File: config.mk
export PLATFORM = sky130hd
export DESIGN_NAME = shm_atomic_unit
export DESIGN_NICKNAME = d
export VERILOG_FILES = /design/src/rtl/shm_pkg.sv /design/src/rtl/shm_decode.sv /design/src/rtl/shm_alu.sv /design/src/rtl/shm_scratch.sv /design/src/rtl/shm_atomic_unit.sv
export SDC_FILE = /design/constraint.sdc
export NUM_CORES = 2
export LEC_CHECK = 0
export ABC_CLOCK_PERIOD_IN_PS = 6250
export BUFFER_PORTS_ARGS = -buffer_cell sky130_fd_sc_hd__buf_4
export CAP_MARGIN = 10
export CORE_ASPECT_RATIO = 0.75
export CORE_UTILIZATION = 40
export CTS_CLUSTER_DIAMETER = 50
export DETAILED_ROUTE_END_ITERATION = 8
export RECOVER_POWER = 100
export SLEW_MARGIN = 5
export SYNTH_ARGS = -nofsm -noshare
export SYNTH_HDL_FRONTEND = slang
export SYNTH_HIERARCHICAL = 1
export SYNTH_SLANG_ARGS = --single-unit
File: constraint.sdc
create_clock -name clk -period 6.25 [get_ports clk]
set_input_delay 0.3125 -clock clk [delete_from_list [all_inputs] [get_ports clk]]
set_output_delay 0.3125 -clock clk [all_outputs]
set_load 0.02 [all_outputs]
File: src/rtl/shm_pkg.sv
// Shared constants and types for the shared-memory atomic unit.
// Assumes a 64-bit instruction word with opcode in 25:18 and tag in 31:26.
package shm_pkg;
    localparam int unsigned INSN_W  = 64;
    localparam int unsigned OPC_W   = 8;
    localparam logic [5:0]  ENC_TAG = 6'b110110;

    localparam logic [OPC_W-1:0] OP_ADD    = 8'd0;
    localparam logic [OPC_W-1:0] OP_SUB    = 8'd1;
    localparam logic [OPC_W-1:0] OP_RSUB   = 8'd2;
    localparam logic [OPC_W-1:0] OP_INC    = 8'd3;
    localparam logic [OPC_W-1:0] OP_DEC    = 8'd4;
    localparam logic [OPC_W-1:0] OP_SMIN   = 8'd5;
    localparam logic [OPC_W-1:0] OP_SMAX   = 8'd6;
    localparam logic [OPC_W-1:0] OP_UMIN   = 8'd7;
    localparam logic [OPC_W-1:0] OP_UMAX   = 8'd8;
    localparam logic [OPC_W-1:0] OP_AND    = 8'd9;
    localparam logic [OPC_W-1:0] OP_OR     = 8'd10;
    localparam logic [OPC_W-1:0] OP_XOR    = 8'd11;
    localparam logic [OPC_W-1:0] OP_MSKOR  = 8'd12;
    localparam logic [OPC_W-1:0] OP_WRITE  = 8'd13;
    localparam logic [OPC_W-1:0] OP_WRITE2 = 8'd14;

    typedef enum logic [1:0] {
        K_ATOMIC = 2'd0,
        K_STORE1 = 2'd1,
        K_STORE2 = 2'd2,
        K_REJECT = 2'd3
    } shm_kind_e;

    typedef enum logic [2:0] {
        ST_IDLE  = 3'd0,
        ST_READ  = 3'd1,
        ST_CALC  = 3'd2,
        ST_WRITE = 3'd3,
        ST_STORE = 3'd4,
        ST_FAULT = 3'd5
    } shm_state_e;
endpackage

File: src/rtl/shm_decode.sv
// Instruction decode and address check.
// Splits the instruction word, forms one or two dword-aligned byte
// addresses, and classifies the command as atomic, single store, dual
// store or reject (bad tag, unsupported opcode, or address at/over limit).
// Purely combinational; assumes base and limit are stable while sampled.
module shm_decode
    import shm_pkg::*;
#(
    parameter int unsigned DW   = 32,
    parameter int unsigned IDXW = 6
) (
    input  logic [INSN_W-1:0] insn,
    input  logic [DW-1:0]     base,
    input  logic [DW-1:0]     limit,
    output shm_kind_e         kind,
    output logic [OPC_W-1:0]  opcode,
    output logic [IDXW-1:0]   idx0,
    output logic [IDXW-1:0]   idx1
);
    localparam logic [DW-1:0] ALIGN_MASK = ~DW'(3);

    logic [DW-1:0] sum_single, sum_a, sum_b;
    logic [DW-1:0] addr0, addr1;
    logic          tag_ok, is_dual, over;

    // Field extraction and address sums (all modulo 2^DW).
    always_comb begin
        opcode     = insn[25:18];
        tag_ok     = (insn[31:26] == ENC_TAG);
        is_dual    = (opcode == OP_WRITE2);
        sum_single = base + DW'(insn[15:0]);
        sum_a      = base + DW'({insn[7:0], 2'b00});
        sum_b      = base + DW'({insn[15:8], 2'b00});
        addr0      = (is_dual ? sum_a : sum_single) & ALIGN_MASK;
        addr1      = sum_b & ALIGN_MASK;
    end

    // Limit check over every address the command would touch.
    always_comb begin
        over = (addr0 >= limit) || (is_dual && (addr1 >= limit));
    end

    // Command classification.
    always_comb begin
        if (!tag_ok || over) begin
            kind = K_REJECT;
        end else if (opcode <= OP_MSKOR) begin
            kind = K_ATOMIC;
        end else if (opcode == OP_WRITE) begin
            kind = K_STORE1;
        end else if (is_dual) begin
            kind = K_STORE2;
        end else begin
            kind = K_REJECT;
        end
    end

    // Word indices, wrapping above the scratchpad depth.
    always_comb begin
        idx0 = addr0[IDXW+1:2];
        idx1 = addr1[IDXW+1:2];
    end
endmodule

File: src/rtl/shm_alu.sv
// Atomic update arithmetic.
// Computes the new memory word from the old word and the two operands
// for opcodes 0..12. Combinational; other opcodes return the old word.
module shm_alu
    import shm_pkg::*;
#(
    parameter int unsigned DW = 32
) (
    input  logic [OPC_W-1:0] opcode,
    input  logic [DW-1:0]    mem_old,
    input  logic [DW-1:0]    d0,
    input  logic [DW-1:0]    d1,
    output logic [DW-1:0]    mem_new
);
    logic s_less, u_less;

    // Signed and unsigned ordering of the operand against memory.
    always_comb begin
        s_less = $signed(d0) < $signed(mem_old);
        u_less = d0 < mem_old;
    end

    // Per-opcode update value.
    always_comb begin
        case (opcode)
            OP_ADD:   mem_new = mem_old + d0;
            OP_SUB:   mem_new = mem_old - d0;
            OP_RSUB:  mem_new = d0 - mem_old;
            OP_INC:   mem_new = (d0 > mem_old) ? mem_old + DW'(1) : '0;
            OP_DEC:   mem_new = (d0 >= mem_old && mem_old != '0) ? mem_old - DW'(1) : d0;
            OP_SMIN:  mem_new = s_less ? d0 : mem_old;
            OP_SMAX:  mem_new = s_less ? mem_old : d0;
            OP_UMIN:  mem_new = u_less ? d0 : mem_old;
            OP_UMAX:  mem_new = u_less ? mem_old : d0;
            OP_AND:   mem_new = mem_old & d0;
            OP_OR:    mem_new = mem_old | d0;
            OP_XOR:   mem_new = mem_old ^ d0;
            OP_MSKOR: mem_new = (mem_old & ~d0) | d1;
            default:  mem_new = mem_old;
        endcase
    end
endmodule

File: src/rtl/shm_scratch.sv
// Word scratchpad with one asynchronous read port and two write ports.
// When both writes hit the same word in one cycle, port 1 wins.
// Contents are not reset.
module shm_scratch #(
    parameter int unsigned DW    = 32,
    parameter int unsigned WORDS = 64,
    parameter int unsigned IDXW  = $clog2(WORDS)
) (
    input  logic            clk,
    input  logic            we0,
    input  logic [IDXW-1:0] widx0,
    input  logic [DW-1:0]   wdata0,
    input  logic            we1,
    input  logic [IDXW-1:0] widx1,
    input  logic [DW-1:0]   wdata1,
    input  logic [IDXW-1:0] ridx,
    output logic [DW-1:0]   rdata
);
    logic [DW-1:0] mem [WORDS];

    // Write ports; the later statement gives port 1 priority.
    always_ff @(posedge clk) begin
        if (we0) mem[widx0] <= wdata0;
        if (we1) mem[widx1] <= wdata1;
    end

    // Combinational read.
    always_comb begin
        rdata = mem[ridx];
    end
endmodule

File: src/rtl/shm_atomic_unit.sv
// Shared-memory atomic update unit (top).
// Accepts one command when idle, then runs a store (one busy cycle),
// an atomic read/compute/write (three busy cycles, result on the last),
// or a reject (one busy cycle with err high). Holds the size limit.
// Assumes the operand values are held valid with cmd_valid.
module shm_atomic_unit
    import shm_pkg::*;
#(
    parameter int unsigned DATA_W = 32,
    parameter int unsigned WORDS  = 64
) (
    input  logic              clk,
    input  logic              rst_n,
    input  logic              cmd_valid,
    output logic              cmd_ready,
    input  logic [INSN_W-1:0] cmd_word,
    input  logic [DATA_W-1:0] cmd_base,
    input  logic [DATA_W-1:0] cmd_d0,
    input  logic [DATA_W-1:0] cmd_d1,
    input  logic              lim_we,
    input  logic [DATA_W-1:0] lim_data,
    output logic              rsp_valid,
    output logic [DATA_W-1:0] rsp_data,
    output logic              err
);
    localparam int unsigned IDXW = $clog2(WORDS);

    shm_state_e        state_q, state_d;
    shm_kind_e         dec_kind;
    logic [OPC_W-1:0]  dec_op, op_q;
    logic [IDXW-1:0]   dec_idx0, dec_idx1, idx0_q, idx1_q;
    logic [DATA_W-1:0] d0_q, d1_q, old_q, new_q, limit_q;
    logic [DATA_W-1:0] rd_word, alu_word, wr0_word;
    logic              fire, dual_q, wr0_en, wr1_en;

    shm_decode #(.DW(DATA_W), .IDXW(IDXW)) i_decode (
        .insn   (cmd_word),
        .base   (cmd_base),
        .limit  (limit_q),
        .kind   (dec_kind),
        .opcode (dec_op),
        .idx0   (dec_idx0),
        .idx1   (dec_idx1)
    );

    shm_alu #(.DW(DATA_W)) i_alu (
        .opcode  (op_q),
        .mem_old (old_q),
        .d0      (d0_q),
        .d1      (d1_q),
        .mem_new (alu_word)
    );

    shm_scratch #(.DW(DATA_W), .WORDS(WORDS), .IDXW(IDXW)) i_scratch (
        .clk    (clk),
        .we0    (wr0_en),
        .widx0  (idx0_q),
        .wdata0 (wr0_word),
        .we1    (wr1_en),
        .widx1  (idx1_q),
        .wdata1 (d1_q),
        .ridx   (idx0_q),
        .rdata  (rd_word)
    );

    // Handshake and outputs follow the state.
    always_comb begin
        cmd_ready = (state_q == ST_IDLE);
        fire      = cmd_valid && cmd_ready;
        rsp_valid = (state_q == ST_WRITE);
        rsp_data  = old_q;
        err       = (state_q == ST_FAULT);
    end

    // Scratchpad write enables: atomic write-back or store.
    always_comb begin
        wr0_en   = (state_q == ST_WRITE) || (state_q == ST_STORE);
        wr0_word = (state_q == ST_WRITE) ? new_q : d0_q;
        wr1_en   = (state_q == ST_STORE) && dual_q;
    end

    // Next-state selection.
    always_comb begin
        state_d = state_q;
        case (state_q)
            ST_IDLE: begin
                if (fire) begin
                    case (dec_kind)
                        K_ATOMIC: state_d = ST_READ;
                        K_STORE1,
                        K_STORE2: state_d = ST_STORE;
                        default:  state_d = ST_FAULT;
                    endcase
                end
            end
            ST_READ:  state_d = ST_CALC;
            ST_CALC:  state_d = ST_WRITE;
            default:  state_d = ST_IDLE;
        endcase
    end

    // State register.
    always_ff @(posedge clk) begin
        if (!rst_n) state_q <= ST_IDLE;
        else        state_q <= state_d;
    end

    // Size-limit register; reset opens the full address space.
    always_ff @(posedge clk) begin
        if (!rst_n)      limit_q <= '1;
        else if (lim_we) limit_q <= lim_data;
    end

    // Capture the decoded command on acceptance.
    always_ff @(posedge clk) begin
        if (fire) begin
            op_q   <= dec_op;
            idx0_q <= dec_idx0;
            idx1_q <= dec_idx1;
            d0_q   <= cmd_d0;
            d1_q   <= cmd_d1;
            dual_q <= (dec_kind == K_STORE2);
        end
    end

    // Atomic datapath: read the old word, then compute the new one.
    always_ff @(posedge clk) begin
        if (state_q == ST_READ) old_q <= rd_word;
        if (state_q == ST_CALC) new_q <= alu_word;
    end
endmodule

==> metrics.yaml <==
status: "finished, violations left"
violations: "capacitance limit, slew limit"
antenna_found_initial: 30
finClkSkew_ns: 0.0534
start_util_pct: 40.3
critPathLaunch: "state_q[2]"
leakage_uw: 0.0460
dieWidth_um: 644
hpwl_mm: 277
power.density_mw_per_mm2: 277
htree_levels: 4
cts_tree: "built"
die_h_um: 484
rsz0062_at_grt: "false"
fin_crit_sh_pct: 99.2
syn_area_mm2: 0.124
vias: 81500
min_from: "cmd_word[9]"
ys_warn_count: 6
io_buffers: 196
worst_pin_slew_ns: 3.43
track_usage_pct: 27.9
fmax_mhz: 161
dpl-instance-area_mm2: 0.130
die-area_mm2: 0.312
synth_fp_nets: 8838
r2r_start: "state_q[2]"
grt_pass1_vias: 79300
ys_types: 105
synthFlopType: "edfxtp_1"
numClockSinks: 2232
wl_mm: 447
insertion_delay_ns: 0.94
arrival_ns: 6.74
drt_iter0_drc: 11700
maxSlewViolCount: 4158
clkTransAtPathRegs_ns: 0.07
num_rows: 176
netlist_instances: 8382
core_mm2: 0.307
ant_nets: 0
hold_viol: 0
grt_pass1_wl_mm: 619
synth-seq-area-share_pct: 53.8
grt_max_degree: 77
crit_path_max_fanout: 33
avgSynthCellArea_um2: 14.8
synthArstFlopShare_pct: 0
wl_per_cell_um: 35.2
setup_viol_count_final: 0
start_kind: "register"
io-pin-count: 231
vias_per_cell: 6.41
finalNetCount: 8878
max_slew_margin_pct: -129
gp_congestion: 0.965
stdcell_area_mm2: 0.138
cts-root-buf: "clkbuf_16"
cp.required_ns: 6.79
hold_path.class: "in2reg"
drv_cap: 132
syn_to_final_growth_pct: 11.5
numCtsBuffers: 232
grt_overflow: 0
clockBufferDepth: 4
cts_setup_buffers: 0
firstDrtPassIters: 5
peakVddDrop_mv: 0.244
layout-drive-gt1-share_pct: 39.6
nFillCells: 27200
fin_tns_setup_ns: 0
critPathCaptureType: "register"
drc: 0
period_needed_ns: 6.20
path_class: "reg2reg"
ys_seq_elements: 2232
synth_edf_count: 2197
[cells by family (layout without fill, tap and decap cells)]
family | Yosys count | after routing | share of synthesized area (%)
other | 0 | 10 | 0
XOR/XNOR | 163 | 163 | 1.15
buffers and inverters | 1076 | 1295 | 3.74
flip-flops | 2232 | 2232 | 53.8
adder cells (fa/ha/maj) | 260 | 260 | 2.65
AND/OR/NAND/NOR | 938 | 938 | 3.82
AO/OA/AOI/OAI | 973 | 973 | 5.22
multiplexers | 2740 | 2740 | 29.6
[cells in the final DEF (no fill, tap or decap), types with 44 or more instances in the layout]
master / count
xnor2_1: 118
nor3_1: 74
nand3_1: 76
clkbuf_4: 64
mux2_1: 93
o211ai_1: 44
o22ai_1: 137
nor2_1: 205
ha_1: 256
nand4_1: 53
xor2_1: 45
buf_4: 279
clkinv_1: 51
a21o_1: 51
mux2i_1: 117
edfxtp_1: 2197
clkbuf_16: 234
clkbuf_1: 197
nor2b_1: 45
inv_1: 135
dlygate4sd3_1: 175
o21ai_0: 185
mux4_2: 515
mux2_2: 2009
clkbuf_2: 59
nand2_1: 212
a21oi_1: 170
[registers in the layout, summed over array words and instances (netlist names), 3 cells and up]
signal	flops
i_scratch/mem	2048
state_q	3
d0_q	32
rsp_data	32
idx0_q	6
idx1_q	6
d1_q	32
new_q	32
op_q	8
limit_q	32
[through the flow]
step | power (uW) | hold WS (ns) | std cells | worst slack, ns | utilization, %
floorplan | 21700 | 0.411 | 8382 | 1.54 | -
global placement | 24300 | 0.461 | 12100 | 0.132 | 42.4
detailed placement | 24400 | 0.458 | 12100 | 0.307 | 42.4
CTS | 38300 | 0.0111 | 12700 | 0.223 | 45.4
global route | 39300 | 0.0871 | 12700 | 0.0937 | 44.9
finish | 38300 | 0.0824 | 12700 | 0.0482 | 45.0
[layout make-up]
type	instances	area, um^2	share of cell area, %
Clock buffer	284	6060	4.39
Antenna cell	10	25.0	0.0181
Inverter	136	510	0.370
Sequential cell	2232	66700	48.3
Clock inverter	129	1240	0.896
Tap cell	4094	5120	3.71
Timing Repair Buffer	746	5540	4.01
Multi-Input combinational cell	5074	52900	38.3
[per-layer routing]
metal	track usage [%]	vias up	routed length [um]
met5	0	-	23
met4	7.82	4	14400
met3	9.41	691	61200
met2	39.3	4950	184000
li1	-	33000	-
met1	40.6	42800	187000
[final timing paths]
kind | depth (start not counted) | slack, ns | to
worst min register to register | 1 | 0.57 | state_q[1]
worst min-delay path | 4 | 0.08 | idx1_q[1]
worst max-delay path | 7 | 0.05 | i_scratch/mem[15][14]
worst max register to register | 7 | 0.05 | i_scratch/mem[15][14]
[where the power goes]
group	internal (uW)	leakage, uW	switching, uW
logic	2880	0.0224	4540
registers	16800	0.0201	181
clock network	7740	0.00357	6140
[repair_timing]
action | 4_1_cts | 5_1_grt
endpoints found under the setup margin | 0 | 2
gates resized for setup | 0 | 1
hold buffers | 175 | 0
hold endpoints to repair | 145 | 0
[cells in the mapped netlist (all sizes together) (46+ instances only)]
cell / count / area share (%)
nand4: 53 / 0.27
xnor2: 118 / 0.83
mux2: 2108 / 19
a21oi: 172 / 0.70
nand3: 76 / 0.31
o22ai: 146 / 0.74
nor2b: 50 / 0.25
nand2: 252 / 0.77
o21ai: 230 / 0.93
ha: 256 / 2.6
buf: 379 / 1.6
mux2i: 117 / 0.95
nor3: 79 / 0.34
clkbuf: 561 / 1.7
nor2: 212 / 0.64
nor4: 46 / 0.24
inv: 135 / 0.41
mux4: 515 / 9.4
a21o: 51 / 0.31
edfxtp: 2197 / 53
[worst max-delay path, cell delays in order (launching register included)]
cell and delay [ns]:
dfxtp_1 0.44, nor4bb_1 0.86, nand4_1 0.17, clkbuf_1 0.62, nor2b_4 0.26, clkbuf_1 1.88, o21bai_2 0.88, clkbuf_2 0.61
Note: power is estimated with default switching activity, not from simulation.
